### src/rtl/pgb_pkg.sv
package pgb_pkg;

  typedef enum logic [2:0] {
    OP_IDLE    = 3'd0,
    OP_FLO     = 3'd1,
    OP_FHI     = 3'd2,
    OP_FPAGE   = 3'd3,
    OP_ELOAD   = 3'd4,
    OP_ECOMMIT = 3'd5,
    OP_EBYTE   = 3'd6,
    OP_RSVD    = 3'd7
  } pgb_op_e;

  // strobes from control to datapath
  typedef struct packed {
    logic fLoadLo;
    logic fLoadHi;
    logic fWipe;
    logic eLoad;
    logic eCommit;
    logic eByteWr;
  } pgb_stb_t;

endpackage

### src/rtl/pgb_ctrl.sv
module pgb_ctrl
  import pgb_pkg::*;
#(
  parameter int WORD_BITS   = 6,
  parameter int PAGE_BITS   = 7,
  parameter int BUSY_CYCLES = 80
) (
  input  logic                 clk,
  input  logic                 rstN,
  input  logic                 cmdValid,
  input  logic [2:0]           cmdOp,
  input  logic [PAGE_BITS-1:0] cmdPage,
  output logic                 busy,
  output pgb_stb_t             stb,
  output logic                 streamOn,
  output logic [WORD_BITS-1:0] streamIdx,
  output logic [PAGE_BITS-1:0] streamPage
);

  localparam int WORDS = 1 << WORD_BITS;
  localparam int CNT_W = $clog2(BUSY_CYCLES + 1);

  initial begin
    assert (BUSY_CYCLES >= WORDS)
      else $error("BUSY_CYCLES must cover the commit burst");
  end

  pgb_op_e    op;
  logic       accept;
  logic       isCommit;
  logic       startBurst;
  logic [CNT_W-1:0] busyCnt;

  assign op     = pgb_op_e'(cmdOp);
  assign accept = cmdValid && !busy;
  assign busy   = (busyCnt != '0);

  always_comb begin
    stb        = '0;
    isCommit   = 1'b0;
    startBurst = 1'b0;
    if (accept) begin
      case (op)
        OP_FLO:     stb.fLoadLo = 1'b1;
        OP_FHI:     stb.fLoadHi = 1'b1;
        OP_FPAGE: begin
          isCommit   = 1'b1;
          startBurst = 1'b1;
        end
        OP_ELOAD:   stb.eLoad = 1'b1;
        OP_ECOMMIT: begin
          stb.eCommit = 1'b1;
          isCommit    = 1'b1;
        end
        OP_EBYTE: begin
          stb.eByteWr = 1'b1;
          isCommit    = 1'b1;
        end
        default: ;
      endcase
    end
    stb.fWipe = streamOn;
  end

  always_ff @(posedge clk or negedge rstN) begin
    if (!rstN) begin
      busyCnt <= '0;
    end else if (isCommit) begin
      busyCnt <= CNT_W'(BUSY_CYCLES);
    end else if (busy) begin
      busyCnt <= busyCnt - 1'b1;
    end
  end

  always_ff @(posedge clk or negedge rstN) begin
    if (!rstN) begin
      streamOn   <= 1'b0;
      streamIdx  <= '0;
      streamPage <= '0;
    end else if (startBurst) begin
      streamOn   <= 1'b1;
      streamIdx  <= '0;
      streamPage <= cmdPage;
    end else if (streamOn) begin
      streamIdx <= streamIdx + 1'b1;
      if (streamIdx == WORD_BITS'(WORDS - 1)) streamOn <= 1'b0;
    end
  end

  AST_BURST_IN_BUSY: assert property (@(posedge clk) disable iff (!rstN)
    streamOn |-> busy);

  AST_BUSY_END_CLEAN: assert property (@(posedge clk) disable iff (!rstN)
    $fell(busy) |-> !streamOn);

  AST_BURST_ORDER: assert property (@(posedge clk) disable iff (!rstN)
    (streamOn && $past(streamOn)) |-> (streamIdx == $past(streamIdx) + 1'b1));

endmodule

### src/rtl/pgb_datapath.sv
module pgb_datapath
  import pgb_pkg::*;
#(
  parameter int WORD_BITS    = 6,
  parameter int EE_BYTE_BITS = 2,
  parameter int EE_PAGE_BITS = 4
) (
  input  logic                    clk,
  input  logic                    rstN,
  input  pgb_stb_t                stb,
  input  logic [WORD_BITS-1:0]    wordSel,
  input  logic [EE_BYTE_BITS+EE_PAGE_BITS-1:0] eeAddr,
  input  logic [7:0]              cmdData,
  input  logic [WORD_BITS-1:0]    streamIdx,
  input  logic [EE_BYTE_BITS+EE_PAGE_BITS-1:0] eeRdAddr,
  output logic [15:0]             burstData,
  output logic [7:0]              eeRdData,
  output logic                    orderErr
);

  localparam int WORDS        = 1 << WORD_BITS;
  localparam int EBYTES       = 1 << EE_BYTE_BITS;
  localparam int EE_ADDR_BITS = EE_BYTE_BITS + EE_PAGE_BITS;
  localparam int EE_DEPTH     = 1 << EE_ADDR_BITS;

  logic [15:0]       flashBuf [WORDS];
  logic [WORDS-1:0]  lowSeen;
  logic [7:0]        eeBuf    [EBYTES];
  logic [EBYTES-1:0] eeValid;
  logic [7:0]        eeArr    [EE_DEPTH];

  logic [EE_BYTE_BITS-1:0] eeByte;
  logic [EE_PAGE_BITS-1:0] eePage;

  assign eeByte    = eeAddr[EE_BYTE_BITS-1:0];
  assign eePage    = eeAddr[EE_ADDR_BITS-1:EE_BYTE_BITS];
  assign burstData = flashBuf[streamIdx];
  assign eeRdData  = eeArr[eeRdAddr];

  // program-memory word buffer
  always_ff @(posedge clk or negedge rstN) begin
    if (!rstN) begin
      for (int w = 0; w < WORDS; w++) flashBuf[w] <= 16'hFFFF;
      lowSeen  <= '0;
      orderErr <= 1'b0;
    end else begin
      if (stb.fWipe) begin
        flashBuf[streamIdx] <= 16'hFFFF;
        lowSeen[streamIdx]  <= 1'b0;
      end
      if (stb.fLoadLo) begin
        flashBuf[wordSel][7:0] <= cmdData;
        lowSeen[wordSel]       <= 1'b1;
      end
      if (stb.fLoadHi) begin
        flashBuf[wordSel][15:8] <= cmdData;
        lowSeen[wordSel]        <= 1'b0;
        if (!lowSeen[wordSel]) orderErr <= 1'b1;
      end
    end
  end

  // data-memory page buffer and loaded mask
  always_ff @(posedge clk or negedge rstN) begin
    if (!rstN) begin
      for (int b = 0; b < EBYTES; b++) eeBuf[b] <= 8'hFF;
      eeValid <= '0;
    end else if (stb.eCommit) begin
      eeValid <= '0;
    end else if (stb.eLoad) begin
      eeBuf[eeByte]   <= cmdData;
      eeValid[eeByte] <= 1'b1;
    end
  end

  // behavioural data-memory array
  always_ff @(posedge clk or negedge rstN) begin
    if (!rstN) begin
      for (int a = 0; a < EE_DEPTH; a++) eeArr[a] <= 8'hFF;
    end else if (stb.eCommit) begin
      for (int b = 0; b < EBYTES; b++) begin
        if (eeValid[b]) eeArr[{eePage, EE_BYTE_BITS'(b)}] <= eeBuf[b];
      end
    end else if (stb.eByteWr) begin
      eeArr[eeAddr] <= cmdData;
    end
  end

  AST_ORDER_STICKY: assert property (@(posedge clk) disable iff (!rstN)
    orderErr |=> orderErr);

  AST_LOW_KEPT: assert property (@(posedge clk) disable iff (!rstN)
    stb.fLoadHi |=> (flashBuf[$past(wordSel)][7:0] == $past(flashBuf[wordSel][7:0])));

  AST_WIPE_FILL: assert property (@(posedge clk) disable iff (!rstN)
    stb.fWipe |=> (flashBuf[$past(streamIdx)] == 16'hFFFF));

  AST_MASK_CLEAR: assert property (@(posedge clk) disable iff (!rstN)
    stb.eCommit |=> (eeValid == '0));

  AST_BYTE_REPLACE: assert property (@(posedge clk) disable iff (!rstN)
    stb.eByteWr |=> (eeArr[$past(eeAddr)] == $past(cmdData)));

endmodule

### src/rtl/prog_page_buf.sv
module prog_page_buf
  import pgb_pkg::*;
#(
  parameter int WORD_BITS    = 6,
  parameter int PAGE_BITS    = 7,
  parameter int EE_BYTE_BITS = 2,
  parameter int EE_PAGE_BITS = 4,
  parameter int BUSY_CYCLES  = 80,
  localparam int ADDR_BITS    = PAGE_BITS + WORD_BITS,
  localparam int EE_ADDR_BITS = EE_BYTE_BITS + EE_PAGE_BITS
) (
  input  logic                    clk,
  input  logic                    rstN,
  input  logic                    cmdValid,
  input  logic [2:0]              cmdOp,
  input  logic [ADDR_BITS-1:0]    cmdAddr,
  input  logic [7:0]              cmdData,
  input  logic [EE_ADDR_BITS-1:0] eeRdAddr,
  output logic                    busy,
  output logic                    orderErr,
  output logic                    flashWrEn,
  output logic [ADDR_BITS-1:0]    flashWrAddr,
  output logic [15:0]             flashWrData,
  output logic [7:0]              eeRdData
);

  pgb_stb_t             stb;
  logic                 streamOn;
  logic [WORD_BITS-1:0] streamIdx;
  logic [PAGE_BITS-1:0] streamPage;

  pgb_ctrl #(
    .WORD_BITS  (WORD_BITS),
    .PAGE_BITS  (PAGE_BITS),
    .BUSY_CYCLES(BUSY_CYCLES)
  ) uCtrl (
    .clk       (clk),
    .rstN      (rstN),
    .cmdValid  (cmdValid),
    .cmdOp     (cmdOp),
    .cmdPage   (cmdAddr[ADDR_BITS-1:WORD_BITS]),
    .busy      (busy),
    .stb       (stb),
    .streamOn  (streamOn),
    .streamIdx (streamIdx),
    .streamPage(streamPage)
  );

  pgb_datapath #(
    .WORD_BITS   (WORD_BITS),
    .EE_BYTE_BITS(EE_BYTE_BITS),
    .EE_PAGE_BITS(EE_PAGE_BITS)
  ) uData (
    .clk      (clk),
    .rstN     (rstN),
    .stb      (stb),
    .wordSel  (cmdAddr[WORD_BITS-1:0]),
    .eeAddr   (cmdAddr[EE_ADDR_BITS-1:0]),
    .cmdData  (cmdData),
    .streamIdx(streamIdx),
    .eeRdAddr (eeRdAddr),
    .burstData(flashWrData),
    .eeRdData (eeRdData),
    .orderErr (orderErr)
  );

  assign flashWrEn   = streamOn;
  assign flashWrAddr = {streamPage, streamIdx};

endmodule

### config.mk
export PLATFORM = sky130hd
export DESIGN_NAME = prog_page_buf
export DESIGN_NICKNAME = d
export VERILOG_FILES = /design/src/rtl/pgb_pkg.sv /design/src/rtl/pgb_ctrl.sv /design/src/rtl/pgb_datapath.sv /design/src/rtl/prog_page_buf.sv
export SDC_FILE = /design/constraint.sdc
export NUM_CORES = 2
export LEC_CHECK = 0
export ABC_AREA = 1
export BUFFER_PORTS_ARGS = -buffer_cell sky130_fd_sc_hd__buf_2
export CORE_ASPECT_RATIO = 1.75
export CORE_MARGIN = 2
export CORE_UTILIZATION = 35
export DETAILED_ROUTE_END_ITERATION = 7
export PLACE_DENSITY = 0.55
export SLEW_MARGIN = 40
export SYNTH_ARGS = -nofsm -noshare
export SYNTH_HDL_FRONTEND = slang
export SYNTH_HIERARCHICAL = 1
export SYNTH_SLANG_ARGS = --single-unit
### constraint.sdc
create_clock -name clk -period 3.55 [get_ports clk]
set_input_delay 0.71 -clock clk [delete_from_list [all_inputs] [get_ports clk]]
set_output_delay 0.71 -clock clk [all_outputs]
set_load 0.005 [all_outputs]
# Word-level counts from Yosys, hierarchy flattened

Cells that the tools add are included.

$add $sub $neg: 2
Multipliers: 0
Divide/modulo/power cells: 0
Order comparisons: 21
Equal/unequal tests: 7
Shift-type cells: 0
Mux-type cells: 75
Bitwise logic cells: 17
Reductions and logical operators: 20

Operator list:

| cell                | count |
|---|---|
| $mux 512            | 9 |
| $mux 1024           | 3 |
| $bwmux 512          | 5 |
| $bwmux 1024         | 2 |
| $or 1024x1024->1024 | 1 |
| $demux 16 s6        | 3 |
| $demux 8 s6         | 5 |
| $mux 64             | 3 |
| $and 64x64->64      | 2 |
| $not 64->64         | 2 |
| $bmux 16 s6         | 1 |
| $mux 8              | 9 |
| $mux 16             | 4 |
| $or 64x64->64       | 1 |
| $ge 7x7->1 const B  | 7 |
| $not 6->7           | 7 |
| $bmux 8 s6          | 1 |
| $lt 7x1->1 const B  | 6 |
| $bwmux 32           | 1 |
| $demux 8 s2         | 1 |
| $mux 1              | 16 |
| $lt 6x7->1 const B  | 2 |
| $mux 7              | 2 |
| $demux 1 s6         | 2 |
| 26 further kinds    | 47 |

Register bits: 1,658
Latch bits: 0
Memory bits (writable): 0
Memory bits (read-only): 0
Input bits: 33
Output and inout bits: 40
Word-level logic and storage cells: 281
Memories kept: 0

# Logic depth before layout (Yosys ltp)

Depth in word-level cells: 17
Mapped depth: 18
Depth with buffers taken out: 17

# Modules after synthesis

The synthesis kept the hierarchy.

By module, submodules not included:

| module       | instances | cells each | area each (um^2) | sequential area each (um^2) |
|---|---|---|---|---|
| pgb_datapath | 1         | 10,445     | 83,204.8         | 42,926.2 |
| pgb_ctrl     | 1         | 131        | 1,072.3          | 525.5 |

# Worst setup path after synthesis

Ideal clock, no wire load.

Kind: register to register
From: register uCtrl.busyCnt[0]
To: register uData/eeArr[193] (netlist name)
Library setup time: 0.061 ns
Arrival time: 2.747 ns
Required time: 3.489 ns
Path slack: 0.742 ns
Cell stages (with the launch flop): 17
Path buffers: 2
Period minus slack after synthesis: 2.808 ns
Path through: dfrtp_1 > inv_1 > ha_1 > inv_1 > nor2_4 > nand3_4 > nor2_4 > inv_1 > nor2_1 > inv_2 > nor2_1 > nor2_4 > inv_2 > buf_2 > clkbuf_1 > o21ai_0 > nand2_1

RTL lines:

| what                           | line               | RTL |
|---|---|---|
| start: declaration             | pgb_ctrl.sv:32     | `logic [CNT_W-1:0] busyCnt;` |
| start signal: assignment       | pgb_ctrl.sv:69     | `busyCnt <= CNT_W'(BUSY_CYCLES);` |
| start signal: assignment       | pgb_ctrl.sv:71     | `busyCnt <= busyCnt - 1'b1;` |
| end signal: indexed assignment | pgb_datapath.sv:82 | `if (eeValid[b]) eeArr[{eePage, EE_BYTE_BITS'(b)}] <= eeBuf[b];` |
| end signal: indexed assignment | pgb_datapath.sv:85 | `eeArr[eeAddr] <= cmdData;` |
| end: declaration               | pgb_datapath.sv:30 | `logic [7:0] eeArr [EE_DEPTH];` |

# Worst setup path in the final report

From: register uCtrl.streamIdx[0]
To: output flashWrData[13]

Cells in the longest elaborated chain, start to end: 4

Ends and longest elaborated chain:

| what                                       | line                | RTL |
|---|---|---|
| start: declaration                         | pgb_ctrl.sv:16      | `output logic [WORD_BITS-1:0] streamIdx,` |
| start signal: assignment                   | pgb_ctrl.sv:85      | `streamIdx <= streamIdx + 1'b1;` |
| $not 6->7 (implied by the code)            | pgb_datapath.sv:37  | `assign burstData = flashBuf[streamIdx];` |
| $bmux 16 s6                                | pgb_datapath.sv:37  |  |
| $mux 16 (implied by the code) (2 in a row) | pgb_datapath.sv:37  |  |
| end: declaration                           | prog_page_buf.sv:23 | `output logic [15:0] flashWrData,` |

Every way passes these cells. The select of a mux whose other input is x is not followed.

==> summary.md <==
| Metric | Value |
|---|---|
| Mux cell area share after synthesis | less than 1% |
| Ranking of synthesized cells by area | dfstp_2 (49%), nand2_1 (13%), o21ai_0 (6.7%) |
| Post-layout min period | about 4000 ps |
| Drt total wl | ~380 mm |
| Routability cong. | 1.02 |
| Core area | between 200000 and 250000 um2 |
| GR Util met1 | between 30% and 40% |
| Initial drt markers | between 8000 and 9000 |
| Longest Clk Path Bufs | 4 |
| Largest family of logic cells by synthesized area | simple AND/OR/NAND/NOR gates |
| Arrival @ worst endpoint | between 3000 and 4000 ps |
| Reg2Reg Depth | 12 |
| Syn_area_per_cell | about 8 um2 |
| Unrepaired setup endpoints after global routing | true |
| Pwr dens | approximately 660 nW/um2 |
| Port-buffer cells | 72 |
| Post-Synthesis Net Count | between 10000 and 15000 |
| Synth Register Bits | ~1700 |
| Initial antenna violation count | 5 |
| Final cycle utilization of the critical path | 113% |
| Worst-Margin Slew | a little under 900 ps |
| Hold Crit Depth | 3 |
| Synth Area in Simple Gates | just under 20% |
| Clk sinks | between 1500 and 2000 |
| Largest net degree at the start of global routing | about 130 |
| Via Count | 79000 |
| Critical path capture point type | output port |
| Area leader, netlist | dfstp_2 |
| Vias in the first global route | 77900 |
| Crit path kind | reg -> out |
| Fmax | between 200 and 300 MHz |
| Met3 Use GR | under 10% |
| Hpwl dp | approximately 250 mm |
| Final hold vios | 0 |
| YS warnings | 6 |
| Hold Crit Class | in -> reg |
| Worst VDD drop | around 460 uV |
| Setup violators final | 16 |
| Die width | 375 um |
| Num CTS Buffers | about 180 |
| Gr usage total | 29.6% |
| Critical path launch point type | register |
| # IOs | between 70 and 80 |
| DR vias/cell | about 5.6 |
| Final TNS setup | -6130 ps |
| Total power | 65.8 mW |
| Clock Latency Late Sink | between 800 and 900 ps |
| DR DRC count | 0 |
| GRT Residual Overflow | 0 |
| Failing checks | setup timing |
| Worst Path Max Fanout | 8 |
| DR WL/cell | 26.8 um |
| Nets@finish | 10900 |
| Post-place setup slack | -43.7 ps |
| First-pass GRT wire length | between 500 and 600 mm |
| Setup ws final | -445 ps |
| CTS Root Cell | clkbuf_16 |
| Clock H-tree levels | 4 |
| XOR/XNOR Fraction of Synth Area | less than 1% |
| Complex-gate fraction of the synthesized area | a little under a fifth |
| Core Rows | roughly 240 |
| Data required time of the worst path | about 2800 ps |
| Leak | about 45 nW |
| Layout cells sized above 1 | a little over a quarter |
| Max_cap viols | 0 |
| Worst clock skew | 74.8 ps |
| Synth-to-layout area growth | 18.9% |
| Run status | finished with violations |
| Worst-path clk slew | roughly 70 ps |
| Initial Utilization | approximately a third |
| Mapped Cells | between 10000 and 15000 |
| Die footprint | 245000 um2 |
| Die H | 653 um |
| Detail Route Antenna Nets | 0 |
| Top-area cell type share of the netlist area | between 40% and 50% |
| Synth Area in Adders | less than 1% |
| M2 GR Usage | 49.1% |
| Unique masters post-synth | 50 |
| Mapped cell area | about 84000 um2 |
| Post-synthesis sequential area ratio | approximately half |
| Max_slew headroom | between 40% and 50% |
| Gr busiest metal | met2 |
| Final Max Tran Viols | 0 |
| Drt pass-1 iters | 7 |
| CTS tree | yes |
## area by class of cell
| cell class | instances | area (um2) |
|---|---|---|
| flip-flops and latches | 1658 | 43500 |
| clock buffers | 259 | 5120 |
| repair buffers | 707 | 7640 |
| multi-input cells | 6971 | 34400 |
| fillers | 24100 | 139000 |
| well taps | 3120 | 3900 |
| diodes | 3 | 7.51 |
| inverters | 1324 | 5050 |
| clock inverters | 52 | 648 |
| repair inverters | 1 | 11.3 |
## worst max-delay path, stage by stage (launching register included)
cell     delay, ps
dfrtp_4        530
buf_12         150
buf_12         140
buf_16         180
buf_12         150
buf_8          130
nand2_1         50
nand2_1         50
nand2_1         80
a21oi_2         60
o21ai_2        280
nand2_1        110
nor2_2         170
nand2_4        120
buf_6          140
## worst paths after layout
| kind | from | to | slack [ps] |
|---|---|---|---|
| worst max-delay path | uCtrl/streamIdx[0] | flashWrData[13] | -440 |
| worst min-delay path | cmdAddr[11] | uCtrl/streamPage[5] | 50 |
| worst max register to register | uCtrl/streamIdx[0] | uData/flashBuf[678] | 170 |
| worst min register to register | uData/eeArr[495] | uData/eeArr[495] | 460 |
| max in group asynchronous | rstN | uData/eeArr[504] | 1850 |
| min in group asynchronous | rstN | uData/lowSeen[23] | 460 |
## cell families (layout without fill, tap and decap cells)
logic type | Yosys count | in the layout
flops | 1658 | 1658
other cells | 0 | 3
compound gates | 2780 | 2780
simple gates | 4135 | 4135
fa+ha+maj | 2 | 2
buf+inv | 1947 | 2343
mux | 50 | 50
xor+xnor | 4 | 4
## Yosys cell counts (all sizes together)
cell type,count
a2111oi,1
a211oi,18
a21boi,1
a21oi,522
a22o,2
a22oi,274
a31oi,7
and2,19
buf,172
clkbuf,451
clkinv,42
dfrtp,90
dfstp,1568
ha,2
inv,1282
mux2,48
mux2i,2
nand2,3051
nand3,521
nand4,6
nor2,472
nor3,54
o211ai,1
o21a,9
o21ai,1175
o21bai,2
o22ai,735
o31ai,33
or2,12
xnor2,2
xor2,2
## power by group
| part | total [mW] | leakage, nW | internal, mW | switching (mW) |
|---|---|---|---|---|
| logic | 24.5 | 24.8 | 8.44 | 16.1 |
| clock network | 19.2 | 2.82 | 10.9 | 8.29 |
| registers | 22.1 | 17.4 | 21.2 | 0.929 |
## cells in the final DEF (no fill, tap or decap), types with 52 or more instances in the layout
master and instances:
nand2_1 2880, dfstp_2 1568, inv_1 1233, o21ai_0 1024, o22ai_1 735, nand3_1 510
a21oi_1 499, buf_4 452, nor2_1 387, a22oi_1 274, clkbuf_16 198, nand2_2 133
o21ai_1 115, buf_12 96, dfrtp_1 86, buf_2 58, nor2_2 52
## what timing repair did
item,4_1_cts,5_1_grt
endpoints found under the setup margin,31,397
pin swaps,26,93
hold buffers,7,0
endpoints found under the hold margin,12,0
cloned,20,22
setup buffers,12,31
gates resized for setup,208,309
## per-layer routing
layer	part of all wire, %	routed length (um)	up-vias
li1	-	-	35300
met1	35	132000	38800
met2	47	179000	3695
met3	6.4	24000	1261
met4	11	42600	6
met5	0.0080	30	-
## stage by stage
stage / cells / area, um2 / util, % / hold WS [ps]
floorplan: 10600 / 84300 / - / 414
global placement: 13700 / 91400 / 38.1 / 451
detailed placement: 13700 / 91400 / 38.1 / 449
CTS: 14000 / 98600 / 41.1 / 3.44
global route: 14100 / 100000 / 41.8 / 49.5
finish: 14100 / 100000 / 41.8 / 45.6
## registers in the layout, indices dropped and copies added, names as in the netlist
signal	cells
uCtrl/streamIdx	6
uData/eeValid	4
uData/eeArr	512
uData/orderErr	1
uData/flashBuf	1024
uCtrl/streamOn	1
uData/lowSeen	64
uData/eeBuf	32
uCtrl/streamPage	7
uCtrl/busyCnt	7
No activity file was read; power rests on OpenSTA's default activity.
